File: src/rtl/fev_pkg.sv
package fev_pkg;
    localparam logic [7:0] CMD_ERASE  = 8'h20;
    localparam logic [7:0] CMD_VERIFY = 8'hA0;
    localparam logic [7:0] CMD_EXIT   = 8'h40;
    localparam logic [7:0] BLANK_BYTE = 8'hFF;

    typedef enum logic [2:0] {
        ST_IDLE,
        ST_ERASE_A,
        ST_ERASE_B,
        ST_SETTLE,
        ST_VCMD,
        ST_VREAD,
        ST_EXIT
    } seq_state_t;
endpackage

File: src/rtl/fev_bus_port.sv
module fev_bus_port #(
    parameter int AW = 16
) (
    input  logic          clk,
    input  logic          rst_n,
    input  logic          issue,
    input  logic          iss_we,
    input  logic [AW-1:0] iss_addr,
    input  logic [7:0]    iss_wdata,
    input  logic          bus_ack,
    output logic          bus_valid,
    output logic          bus_we,
    output logic [AW-1:0] bus_addr,
    output logic [7:0]    bus_wdata,
    output logic          xfer_done,
    output logic          port_idle
);
    typedef struct packed {
        logic          valid;
        logic          we;
        logic [AW-1:0] addr;
        logic [7:0]    wdata;
    } port_t;

    port_t port_d, port_q;

    always_comb begin
        port_d = port_q;
        if (port_q.valid) begin
            if (bus_ack) begin
                port_d.valid = 1'b0;
            end
        end else if (issue) begin
            port_d.valid = 1'b1;
            port_d.we    = iss_we;
            port_d.addr  = iss_addr;
            port_d.wdata = iss_wdata;
        end
    end

    always_ff @(posedge clk or negedge rst_n) begin
        if (!rst_n) begin
            port_q <= '0;
        end else begin
            port_q <= port_d;
        end
    end

    assign bus_valid = port_q.valid;
    assign bus_we    = port_q.we;
    assign bus_addr  = port_q.addr;
    assign bus_wdata = port_q.wdata;
    assign xfer_done = port_q.valid & bus_ack;
    assign port_idle = ~port_q.valid;
endmodule

File: src/rtl/fev_timer.sv
module fev_timer #(
    parameter int CYCLES = 3
) (
    input  logic clk,
    input  logic rst_n,
    input  logic load,
    output logic expired
);
    localparam int CW = (CYCLES > 0) ? $clog2(CYCLES + 1) : 1;

    logic [CW-1:0] cnt_d, cnt_q;

    always_comb begin
        cnt_d = cnt_q;
        if (load) begin
            cnt_d = CW'(CYCLES);
        end else if (cnt_q != '0) begin
            cnt_d = cnt_q - 1'b1;
        end
    end

    always_ff @(posedge clk or negedge rst_n) begin
        if (!rst_n) begin
            cnt_q <= '0;
        end else begin
            cnt_q <= cnt_d;
        end
    end

    assign expired = (cnt_q == '0);
endmodule

File: src/rtl/flash_erase_verify.sv
module flash_erase_verify
    import fev_pkg::*;
#(
    parameter int AW            = 16,
    parameter int SETTLE_CYCLES = 3,
    parameter int MAX_RETRY     = 2
) (
    input  logic          clk,
    input  logic          rst_n,
    input  logic          start,
    input  logic [AW-1:0] first_addr,
    input  logic [AW-1:0] last_addr,
    output logic          bus_valid,
    output logic          bus_we,
    output logic [AW-1:0] bus_addr,
    output logic [7:0]    bus_wdata,
    input  logic          bus_ack,
    input  logic [7:0]    bus_rdata,
    output logic          busy,
    output logic          done,
    output logic          error
);
    localparam int RW = (MAX_RETRY > 0) ? $clog2(MAX_RETRY + 1) : 1;

    typedef struct packed {
        seq_state_t    st;
        logic [AW-1:0] addr;
        logic [AW-1:0] last;
        logic [RW-1:0] tries;
        logic          fail;
        logic          done;
        logic          error;
    } seq_t;

    seq_t seq_d, seq_q;

    logic          issue;
    logic          iss_we;
    logic [7:0]    iss_wdata;
    logic          xfer_done;
    logic          port_idle;
    logic          settle_load;
    logic          settle_expired;
    logic [AW-1:0] last_lim;

    fev_bus_port #(.AW(AW)) u_port (
        .clk       (clk),
        .rst_n     (rst_n),
        .issue     (issue),
        .iss_we    (iss_we),
        .iss_addr  (seq_q.addr),
        .iss_wdata (iss_wdata),
        .bus_ack   (bus_ack),
        .bus_valid (bus_valid),
        .bus_we    (bus_we),
        .bus_addr  (bus_addr),
        .bus_wdata (bus_wdata),
        .xfer_done (xfer_done),
        .port_idle (port_idle)
    );

    fev_timer #(.CYCLES(SETTLE_CYCLES)) u_settle (
        .clk     (clk),
        .rst_n   (rst_n),
        .load    (settle_load),
        .expired (settle_expired)
    );

    always_comb begin
        seq_d       = seq_q;
        issue       = 1'b0;
        iss_we      = 1'b0;
        iss_wdata   = 8'h00;
        settle_load = 1'b0;
        unique case (seq_q.st)
            ST_IDLE: begin
                if (start) begin
                    seq_d.st    = ST_ERASE_A;
                    seq_d.addr  = first_addr;
                    seq_d.last  = last_addr;
                    seq_d.tries = '0;
                    seq_d.fail  = 1'b0;
                    seq_d.done  = 1'b0;
                    seq_d.error = 1'b0;
                end
            end
            ST_ERASE_A: begin
                issue     = port_idle;
                iss_we    = 1'b1;
                iss_wdata = CMD_ERASE;
                if (xfer_done) begin
                    seq_d.st = ST_ERASE_B;
                end
            end
            ST_ERASE_B: begin
                issue     = port_idle;
                iss_we    = 1'b1;
                iss_wdata = CMD_ERASE;
                if (xfer_done) begin
                    seq_d.st    = ST_SETTLE;
                    settle_load = 1'b1;
                end
            end
            ST_SETTLE: begin
                if (settle_expired) begin
                    seq_d.st = ST_VCMD;
                end
            end
            ST_VCMD: begin
                issue     = port_idle;
                iss_we    = 1'b1;
                iss_wdata = CMD_VERIFY;
                if (xfer_done) begin
                    seq_d.st = ST_VREAD;
                end
            end
            ST_VREAD: begin
                issue  = port_idle;
                iss_we = 1'b0;
                if (xfer_done) begin
                    if (bus_rdata == BLANK_BYTE) begin
                        if (seq_q.addr == seq_q.last) begin
                            seq_d.st = ST_EXIT;
                        end else begin
                            seq_d.addr = seq_q.addr + 1'b1;
                            seq_d.st   = ST_VCMD;
                        end
                    end else if (seq_q.tries == RW'(MAX_RETRY)) begin
                        seq_d.fail = 1'b1;
                        seq_d.st   = ST_EXIT;
                    end else begin
                        seq_d.tries = seq_q.tries + 1'b1;
                        seq_d.st    = ST_ERASE_A;
                    end
                end
            end
            ST_EXIT: begin
                issue     = port_idle;
                iss_we    = 1'b1;
                iss_wdata = CMD_EXIT;
                if (xfer_done) begin
                    seq_d.st    = ST_IDLE;
                    seq_d.done  = ~seq_q.fail;
                    seq_d.error = seq_q.fail;
                end
            end
            default: seq_d.st = ST_IDLE;
        endcase
    end

    always_ff @(posedge clk or negedge rst_n) begin
        if (!rst_n) begin
            seq_q    <= '0;
            seq_q.st <= ST_IDLE;
        end else begin
            seq_q <= seq_d;
        end
    end

    assign busy     = (seq_q.st != ST_IDLE);
    assign done     = seq_q.done;
    assign error    = seq_q.error;
    assign last_lim = seq_q.last;
endmodule

File: config.mk
export PLATFORM = sky130hd
export DESIGN_NAME = flash_erase_verify
export DESIGN_NICKNAME = d
export VERILOG_FILES = /design/src/rtl/fev_pkg.sv /design/src/rtl/fev_bus_port.sv /design/src/rtl/fev_timer.sv /design/src/rtl/flash_erase_verify.sv
export SDC_FILE = /design/constraint.sdc
export NUM_CORES = 1
export LEC_CHECK = 0
export BUFFER_PORTS_ARGS = -buffer_cell sky130_fd_sc_hd__clkbuf_2
export CAP_MARGIN = 10
export CORE_AREA = 2 2 93 117
export DETAILED_ROUTE_END_ITERATION = 16
export DIE_AREA = 0 0 95 119
export GPL_TIMING_DRIVEN = 1
export PLACE_DENSITY = 0.6
export SYNTH_ARGS = -nofsm -noshare
export SYNTH_HDL_FRONTEND = slang
export SYNTH_SLANG_ARGS = --single-unit
export TNS_END_PERCENT = 10
File: constraint.sdc
create_clock -name clk -period 2.9 [get_ports clk]
set_input_delay 0.145 -clock clk [delete_from_list [all_inputs] [get_ports clk]]
set_output_delay 0.145 -clock clk [all_outputs]
set_load 0.02 [all_outputs]
### Word level (Yosys, flattened, before mapping)

Index checks and enable logic that the tools add are counted.

* bits in registers: 68
* input port bits: 44
* output and inout port bits: 29

* multiplexer cells: 31
* equal/unequal tests: 21
* reduce and logical (&&, ||, !) cells: 17
* bitwise logic cells: 3
* add/subtract/negate cells: 3

Operators with widths (count)
* 2-to-1 mux 40 bit: 1
* 2-to-1 mux 16 bit: 2
* case mux 16 bit (2 select lines): 1
* 2-to-1 mux 3 bit: 9
* 2-to-1 mux 26 bit: 1
* case mux 8 bit (3 select lines): 1
* case mux 3 bit (7 select lines): 1
* 2-to-1 mux 19 bit: 1
* adder 16 x 1 -> 16 bit, second input constant: 1
* == test 16 bit: 1
* AND reduction 5 bit: 3
* inequality test 2 bit, second input constant: 7
* 2-to-1 mux 2 bit: 5
* inequality test 2 x 1 -> 1 bit, second input constant: 5
* == test 3 bit, second input constant: 3
* == test 8 bit, second input constant: 1
* nonzero test 2 bit: 4
* 2-to-1 mux 1 bit: 7
* AND reduction 7 bit: 1
* == test 3 x 2 -> 1 bit, second input constant: 2
* case mux 3 bit (2 select lines): 1
* OR reduction 5 bit: 1
* case mux 2 bit (2 select lines): 1
* AND reduction 2 bit: 2
* other kinds (12): 13

### Longest topological paths before layout

Gate-level depths: netlist of run 1.

* word-level depth: 5
* depth in mapped cells: 7
* gate-level depth less buffers: 7

### Modules after synthesis

From an unflattened synthesis of run 1, not the netlist that was laid out.

* cells, all modules: 361
* area total of the unflattened synthesis: 3693.5 um^2

By module, submodules not included
* flash_erase_verify: seq. area each 1001.0 um^2, instances 1, cells an instance 294, area each 2534.9 um^2
* fev_bus_port: seq. area each 650.6 um^2, instances 1, cells an instance 58, area each 1061.0 um^2
* fev_timer: seq. area each 50.0 um^2, instances 1, cells an instance 9, area each 97.6 um^2

### Worst setup path after synthesis of run 1

OpenSTA, ideal clock, no wires.

* path kind: register to register
* start: register seq_q[37] (netlist name)
* end: register u_port.port_q, in the netlist u_port.bus_addr[0]
* data required time: 2775 ps
* setup time: 125 ps
* setup slack: 1107 ps
* period minus slack after synthesis: 1793 ps
* path buffers: 2
* stages on the path, launching flop included: 7
* arrival: 1668 ps
* path through: dfrtp_1 > buf_2 > nor3_1 > inv_1 > nand3_1 > buf_2 > mux2_2

* longest elaborated chain between the ends: 4
* elaborated cells between the ends (all ways): 8

Ends and longest elaborated chain
* from (decl): line flash_erase_verify.sv:35 `seq_t seq_d, seq_q;`
* from (signal assigned): line flash_erase_verify.sv:156 `seq_q <= seq_d;`
* == test 3 bit, or another cell as far along: line flash_erase_verify.sv:75 `unique case (seq_q.st)`
* OR reduction 5 bit (no line) *
* 2-to-1 mux 1 bit *: line flash_erase_verify.sv:75
* AND reduction 2 bit (no line) *
* to (signal assigned): line fev_bus_port.sv:45 `port_q <= port_d;`
* to (decl): line fev_bus_port.sv:25 `port_t port_d, port_q;`

Every way passes the cells marked *; elsewhere a longest branch is shown, timed or not.
A chain may end at the register's enable or synchronous reset.

### Worst setup path after layout of run 1

* start: register seq_q[39] (netlist name)
* end: register u_port.port_q, in the netlist u_port.bus_addr[4]

The elaborated chain is that of the path after synthesis.

==> summary.txt, run 1 <==
Critical path
  – Crit path depth: 5
  – CP max stage cell: dfrtp_1
  – Crit path from: seq_q[39]$_DFFE_PN0P_
  – Data required, critical path: 3110 ps
  – Cell Chain, Critical Path: nor3_1, inv_1, nand3_1, buf_4, mux2_2
  – Setup crit end kind: flip-flop
  – Crit path capture: u_port.bus_addr[4]$_DFFE_PN0P_
  – Worst Reg-to-Reg Cells: 5
  – CP Class: flip-flop to flip-flop
  – Worst R2R End: u_port.bus_addr[4]$_DFFE_PN0P_
  – Worst R2R Setup Slack: 660 ps
  – Slowest Stage Delay on Critical Path: approximately 560 ps
  – Crit path arrival time: roughly 2400 ps
  – Delay-heaviest family, CP: simple AND/OR/NAND/NOR gates
  – RR Startpoint: seq_q[39]$_DFFE_PN0P_
  – CP Launch Type: flip-flop
  – Max FO, Critical Path: 18
  – Crit path buf inv count: 2

CTS
  – Clock Sinks: 63
  – Clk buf depth: 2
  – Clock slew at reported path FFs: 60 ps
  – Worst skew pair latency: 330 ps
  – Clk root buf: clkbuf_16
  – Hold_buf cts: 1
  – H-tree levels: 3
  – Post-CTS sizing: 0
  – Setup Fix Bufs, Post-CTS: 0
  – CTS tree: built
  – Total CTS buffers: 9

Global routing
  – GRT Resource Usage Total: 17.77%
  – First-pass GRT wire length: approximately 15 mm
  – Initial antenna violation count: 0
  – Vias in the first global route: around 3000
  – Remaining Overflow, GRT: 0
  – Largest net degree at the start of global routing: 64

Drt
  – WL final: 9.417 mm
  – Vias: 3008
  – Final ANT Viol Nets: 0
  – Routed WL per cell: between 15 and 20 um
  – Initial DRC count: 169
  – Final routed DRC violation total: 0
  – Pre-antenna DRT Iters: 4
  – Vias/cell: around 5.2

STA
  – Slew at the pin with the worst max-slew slack: 827.6 ps
  – Final period utilization: 77.10%
  – Total negative setup slack: 0 ps
  – Fmax: 0.4473 GHz
  – Fin. max-slew vios: 0
  – Worst hold slack: -8.938 ps
  – Tmin final: approximately 2200 ps
  – Skew final: 8.315 ps
  – Hold Vio Cnt, Final: 12
  – RSZ-0062 raised after global routing: false
  – Slew headroom: between 40 and 50%
  – Final setup fails: 0
  – Setup ws final: 664.2 ps

Synth
  – Post-Syn Area: 3478 sq um
  – Seq/Total Area, Yosys: 45.32%
  – Syn. warnings: 0
  – Synth cell types: 56
  – Synthesized instance count: around 380
  – Top_reg_cell synth: dfrtp_1
  – Mean post-synth cell area: a little over 9 sq um
  – FF+latch count, synth: 63
  – Ys async rst share: 100.0%
  – Number of enable flip-flop cells after synthesis: 0

Final layout
  – Most common cell after layout, fill and taps aside: nand2_1
  – Total Nets Final: 485
  – Most used cells in the layout excluding fill and tap cells: nand2_1 (76), clkbuf_2 (67), dfrtp_1 (63)
  – Final-layout fill cell count: 1050
  – Share of cells above drive strength 1: 26.41%
  – Diode count: 0
  – Area growth from synthesis to layout: 22.16%

Floorplanning
  – Starting density of the core: 33.60%
  – Row count: 42
  – Die area: approximately 11000 sq um
  – Die height: 119 um
  – Core ar.: 10350 sq um
  – Top Ports: 73
  – Die Span X: 95 um

Pwr
  – Lkg Pwr: about 2 nW
  – Logic gate share of total power: 37.5%
  – Sw Ratio: between 30% and 40%
  – Sequential power share: approximately 36%
  – Clock power share: a little over a quarter
  – Switching power: 1.794 mW
  – Pwr per Cell Area: about 1100 nW/um^2
  – Cell Int Power: ~2.8 mW
  – VDD IR max: 0.3736 mV

Placed design
  – Dpl ws: 664.3 ps
  – Hpwl dp: 6.875 mm
  – IO buf count: between 60 and 70
  – GPL Wtd Cong: 0.8628

Outcome
  – Status: complete, but fails checks
  – Failing checks: negative hold slack

Job
  – Max Cap Viol: 0

Min path
  – Worst hold path type: input pin to asynchronous set/reset pin
## stage by stage
stage          util, %  cell area (sq um)  total power, mW  cells
2_1_floorplan        -               3493            2.874    380
3_3_place_gp     37.60               3892            3.368    558
3_5_place_dp     37.60               3892            3.404    558
4_1_cts          41.04               4249            4.668    575
5_1_grt          41.04               4249            4.950    575
6_report         41.04               4249            4.628    575
## sequential cells by signal, summed over array words and instances, names as in the netlist, 2 cells and up
name              cells
last_lim             16
u_port.bus_addr      16
u_settle.cnt_q        2
seq_q                22
u_port.bus_wdata      3
## worst min path at each step
| stage | from | end | slack (ps) |
|---|---|---|---|
| floorplan | rst_n | done$_DFFE_PN0P_ | -150 |
| global placement | last_addr[4] | last_lim[4]$_DFFE_PN0P_ | 340 |
| detailed placement | last_addr[7] | last_lim[7]$_DFFE_PN0P_ | 340 |
| CTS | last_addr[7] | last_lim[7]$_DFFE_PN0P_ | 3 |
| global route | last_addr[5] | last_lim[5]$_DFFE_PN0P_ | 10 |
| finish | rst_n | seq_q[39]$_DFFE_PN0P_ | -9 |
## synth_stat cells, drive strengths merged (2+ instances only)
cell type  count  area (sq um)
and2           3         18.77
inv           10         37.54
o21ai         15         78.82
ha             3         37.54
a21oi         15         86.34
a22oi          2         15.01
a31oi          5         31.28
nand4          7         43.79
a21o           2         15.01
xor2          18         157.7
a211oi         5         37.54
nand3         18         90.09
mux2          16         187.7
nor2b          2         12.51
nor3           7         35.03
buf           20         135.1
nor2          18         70.07
or3            2         12.51
o211ai        16         120.1
and4           3         26.28
clkbuf        11         41.29
nor4           8         75.07
nand2         76         285.3
dfrtp         63          1577
and3b          2         17.52
o31ai          6         45.04
nand2b         2         12.51
a32oi          2         17.52
## cells by family after synthesis
logic type                 Yosys count  synth area share [%]
adders and majority gates            3                 1.079
DFF                                 63                 45.32
xor gates and xnor gates            18                 4.532
buffers and inverters               41                 6.151
AOI/OAI and AO/OA                   80                 15.83
other                                1                0.1078
and+or+nand+nor                    153                 21.30
muxes                               17                 5.683
## power by group through the flow
stage | Clock, mW | Combinational (mW) | Sequential [mW]
final | 1.25 | 1.74 | 1.64
after detailed placement | 0 | 1.75 | 1.66
after global placement | 0 | 1.72 | 1.65
after CTS | 1.26 | 1.76 | 1.64
after global routing | 1.31 | 1.94 | 1.70
after floorplan | 0 | 1.24 | 1.63
## layer usage
layer	GRT usage, %	wire, um
met1	22.35	3981
met2	30.27	4777
met3	3.542	493
met4	5.707	164
met5	0	0
## worst reg2reg max path, delay by kind of cell (launching register included)
family                 cells  cell delay, ps
and+or+nand+nor            2             780
buffers and inverters      2             430
muxes                      1             360
DFF                        1             560
## layout make-up
type	instances	area, sq um	area share, %
Sequential cell	63	1577	37.10
Timing Repair Buffer	78	420.4	9.894
Inverter	10	37.54	0.8834
Clock inverter	6	107.6	2.532
Multi-Input combinational cell	276	1703	40.08
Clock buffer	10	239.0	5.624
Tap cell	132	165.2	3.887
No activity file was read; power rests on OpenSTA's default activity.
==> run 2: changes to the inputs <==
==> constraint.sdc (replaced) <==
create_clock -name clk -period 2.1 [get_ports clk]
set_input_delay 0.105 -clock clk [delete_from_list [all_inputs] [get_ports clk]]
set_output_delay 0.105 -clock clk [all_outputs]
set_load 0.02 [all_outputs]
==> run 2 against run 1 <==
The run now ends clean. Sequential power up 33%. Combinational power up 59%. Flip-flop and latch count unchanged. Critical endpoint is now u_port.bus_addr[1]$_DFFE_PN0P_. Largest power group unchanged. Highest routed layer unchanged.
==> summary.txt, run 2 (synthesized netlist as in run 1, its figures left out) <==
Min path
  – Worst hold path type: input pin to flip-flop (was input pin to asynchronous set/reset pin)

Placed design
  – Placed cell areas: 4090 sq um (was 3892 sq um)
  – GPL Wtd Cong: 0.9133 (was 0.8628)
  – Dpl ws: 128.6 ps (was 664.3 ps)
  – Hpwl dp: 7.312 mm (was 6.875 mm)
  – IO buf count: 67 (unchanged)

STA
  – Final period utilization: 94.90% (was 77.10%)
  – Worst hold slack: 22.63 ps (was -8.938 ps)
  – Total negative setup slack: 0 ps (unchanged)
  – Fmax: 0.5018 GHz (was 0.4473 GHz)
  – Tmin final: 1993 ps (was 2236 ps)
  – Fin. max-slew vios: 0 (unchanged)
  – Setup ws final: 107.1 ps (was 664.2 ps)
  – RSZ-0062 raised after global routing: false (unchanged)
  – Final setup fails: 0 (unchanged)
  – Skew final: 5.423 ps (was 8.315 ps)
  – Hold Vio Cnt, Final: 0 (was 12)

Floorplanning
  – Die area: 11310 sq um (unchanged)
  – Die height: 119 um (unchanged)
  – Row count: 42 (unchanged)
  – Core ar.: 10350 sq um (unchanged)
  – Top Ports: 73 (unchanged)
  – Die Span X: 95 um (unchanged)
  – Starting density of the core: 33.60% (unchanged)

Critical path
  – Crit path buf inv count: 2 (unchanged)
  – CP Class: flip-flop to flip-flop (unchanged)
  – Max FO, Critical Path: 10 (was 18)
  – CP max stage cell: dfrtp_1 (unchanged)
  – Setup crit end kind: flip-flop (unchanged)
  – Slowest Stage Delay on Critical Path: 500 ps (was 560 ps)
  – Crit path arrival time: 2200 ps (was 2440 ps)
  – Cell Chain, Critical Path: nor3_1, inv_1, nand3_1, buf_4, mux2_2 (unchanged)
  – Delay-heaviest family, CP: simple AND/OR/NAND/NOR gates (unchanged)
  – CP Launch Type: flip-flop (unchanged)
  – Data required, critical path: 2310 ps (was 3110 ps)

CTS
  – Clock Sinks: 63 (unchanged)
  – Clock slew at reported path FFs: 50 ps (was 60 ps)
  – Clk root buf: clkbuf_16 (unchanged)
  – Clk buf depth: 2 (unchanged)
  – Setup Fix Bufs, Post-CTS: 0 (unchanged)
  – Worst skew pair latency: 320 ps (was 330 ps)
  – H-tree levels: 3 (unchanged)
  – Total CTS buffers: 9 (unchanged)
  – CTS tree: built (unchanged)

Global routing
  – Largest net degree at the start of global routing: 64 (unchanged)
  – GRT Resource Usage Total: 18.65% (was 17.77%)
  – Vias in the first global route: 3190 (was 2997)
  – Initial antenna violation count: 0 (unchanged)
  – First-pass GRT wire length: 16.24 mm (was 15.41 mm)
  – Remaining Overflow, GRT: 0 (unchanged)

Drt
  – Vias/cell: 5.158 (was 5.231)
  – Routed WL per cell: 16.37 um (was 16.38 um)
  – Final routed DRC violation total: 0 (unchanged)
  – Pre-antenna DRT Iters: 5 (was 4)
  – WL final: 10.05 mm (was 9.417 mm)
  – Final ANT Viol Nets: 0 (unchanged)
  – Vias: 3167 (was 3008)
  – Initial DRC count: 289 (was 169)

Outcome
  – Status: finished clean (was complete, but fails checks)

Final layout
  – Biggest register: seq_q (unchanged)
  – Post-route cell area: 4527 sq um (was 4249 sq um)
  – Number of flip-flops in the largest register: 22 (unchanged)
  – Most used cells in the layout excluding fill and tap cells: nand2_1 (76), clkbuf_2 (67), dfrtp_1 (62) (was nand2_1 (76), clkbuf_2 (67), dfrtp_1 (63))
  – Total Nets Final: 524 (was 485)
  – Area growth from synthesis to layout: 30.14% (was 22.16%)
  – Diode count: 0 (unchanged)
  – Share of cells above drive strength 1: 29.25% (was 26.41%)
  – Most common cell after layout, fill and taps aside: nand2_1 (unchanged)

Pwr
  – Total power: 6.254 mW (was 4.628 mW)
  – Lkg Pwr: 2.122 nW (was 1.973 nW)
  – Pwr per Cell Area: 1382 nW/um^2 (was 1089 nW/um^2)
  – VDD IR max: 0.7365 mV (was 0.3736 mV)

Job
  – Max Cap Viol: 0 (unchanged)
==> run 2: report_power, final <==
part	switching (mW)	internal [mW]	total [mW]
Sequential	0.448	1.73	2.18
Combinational	1.58	1.18	2.76
Clock	0.533	0.786	1.32
==> run 2: timing repair <==
item                                   CTS  global route
endpoints found under the hold margin   79             0
gates resized for setup                  0             1
setup endpoints to repair                0             2
hold buffers                            17             0
==> run 2: final timing paths <==
check	start	end	slack, ps	cells after the start
min in group asynchronous	rst_n	u_port.bus_we$_DFFE_PN0P_	340	3
max	seq_q[37]$_DFFE_PN0P_	u_port.bus_addr[1]$_DFFE_PN0P_	110	5
min	bus_ack	u_port.bus_valid$_DFF_PN0_	20	2
max reg2reg	seq_q[37]$_DFFE_PN0P_	u_port.bus_addr[1]$_DFFE_PN0P_	110	5
max in group asynchronous	rst_n	u_port.bus_addr[14]$_DFFE_PN0P_	1470	3
min reg2reg	done$_DFFE_PN0P_	done$_DFFE_PN0P_	470	2
==> run 2: worst register-to-register path, cell delays in order, from the launching register on <==
cell	delay, ps
dfrtp_1	500
nor3_1	490
inv_1	160
nand3_1	160
buf_4	200
mux2_2	370
==> run 2: layout make-up <==
cell class	count	area (sq um)
fillers	1038	5826
well taps	132	165.2
clock inverters	7	40.04
inverters	10	37.54
multi-input cells	276	1703
flip-flops and latches	63	1578
repair buffers	117	778.2
clock buffers	9	225.2
==> run 2: metrics by stage <==
| step | instances | util [%] |
|---|---|---|
| after floorplan | 380 | - |
| after global placement | 581 | 39.51 |
| after detailed placement | 581 | 39.51 |
| after CTS | 614 | 43.72 |
| after global routing | 614 | 43.73 |
| final | 614 | 43.73 |
==> run 2: metal layers <==
metal	vias to the layer above	share of wire [%]	GRT usage [%]
met4	0	3.5	6.793
met1	1501	41	23.40
li1	1531	-	-
met2	106	51	31.25
met5	-	0	0
met3	29	4.4	3.985
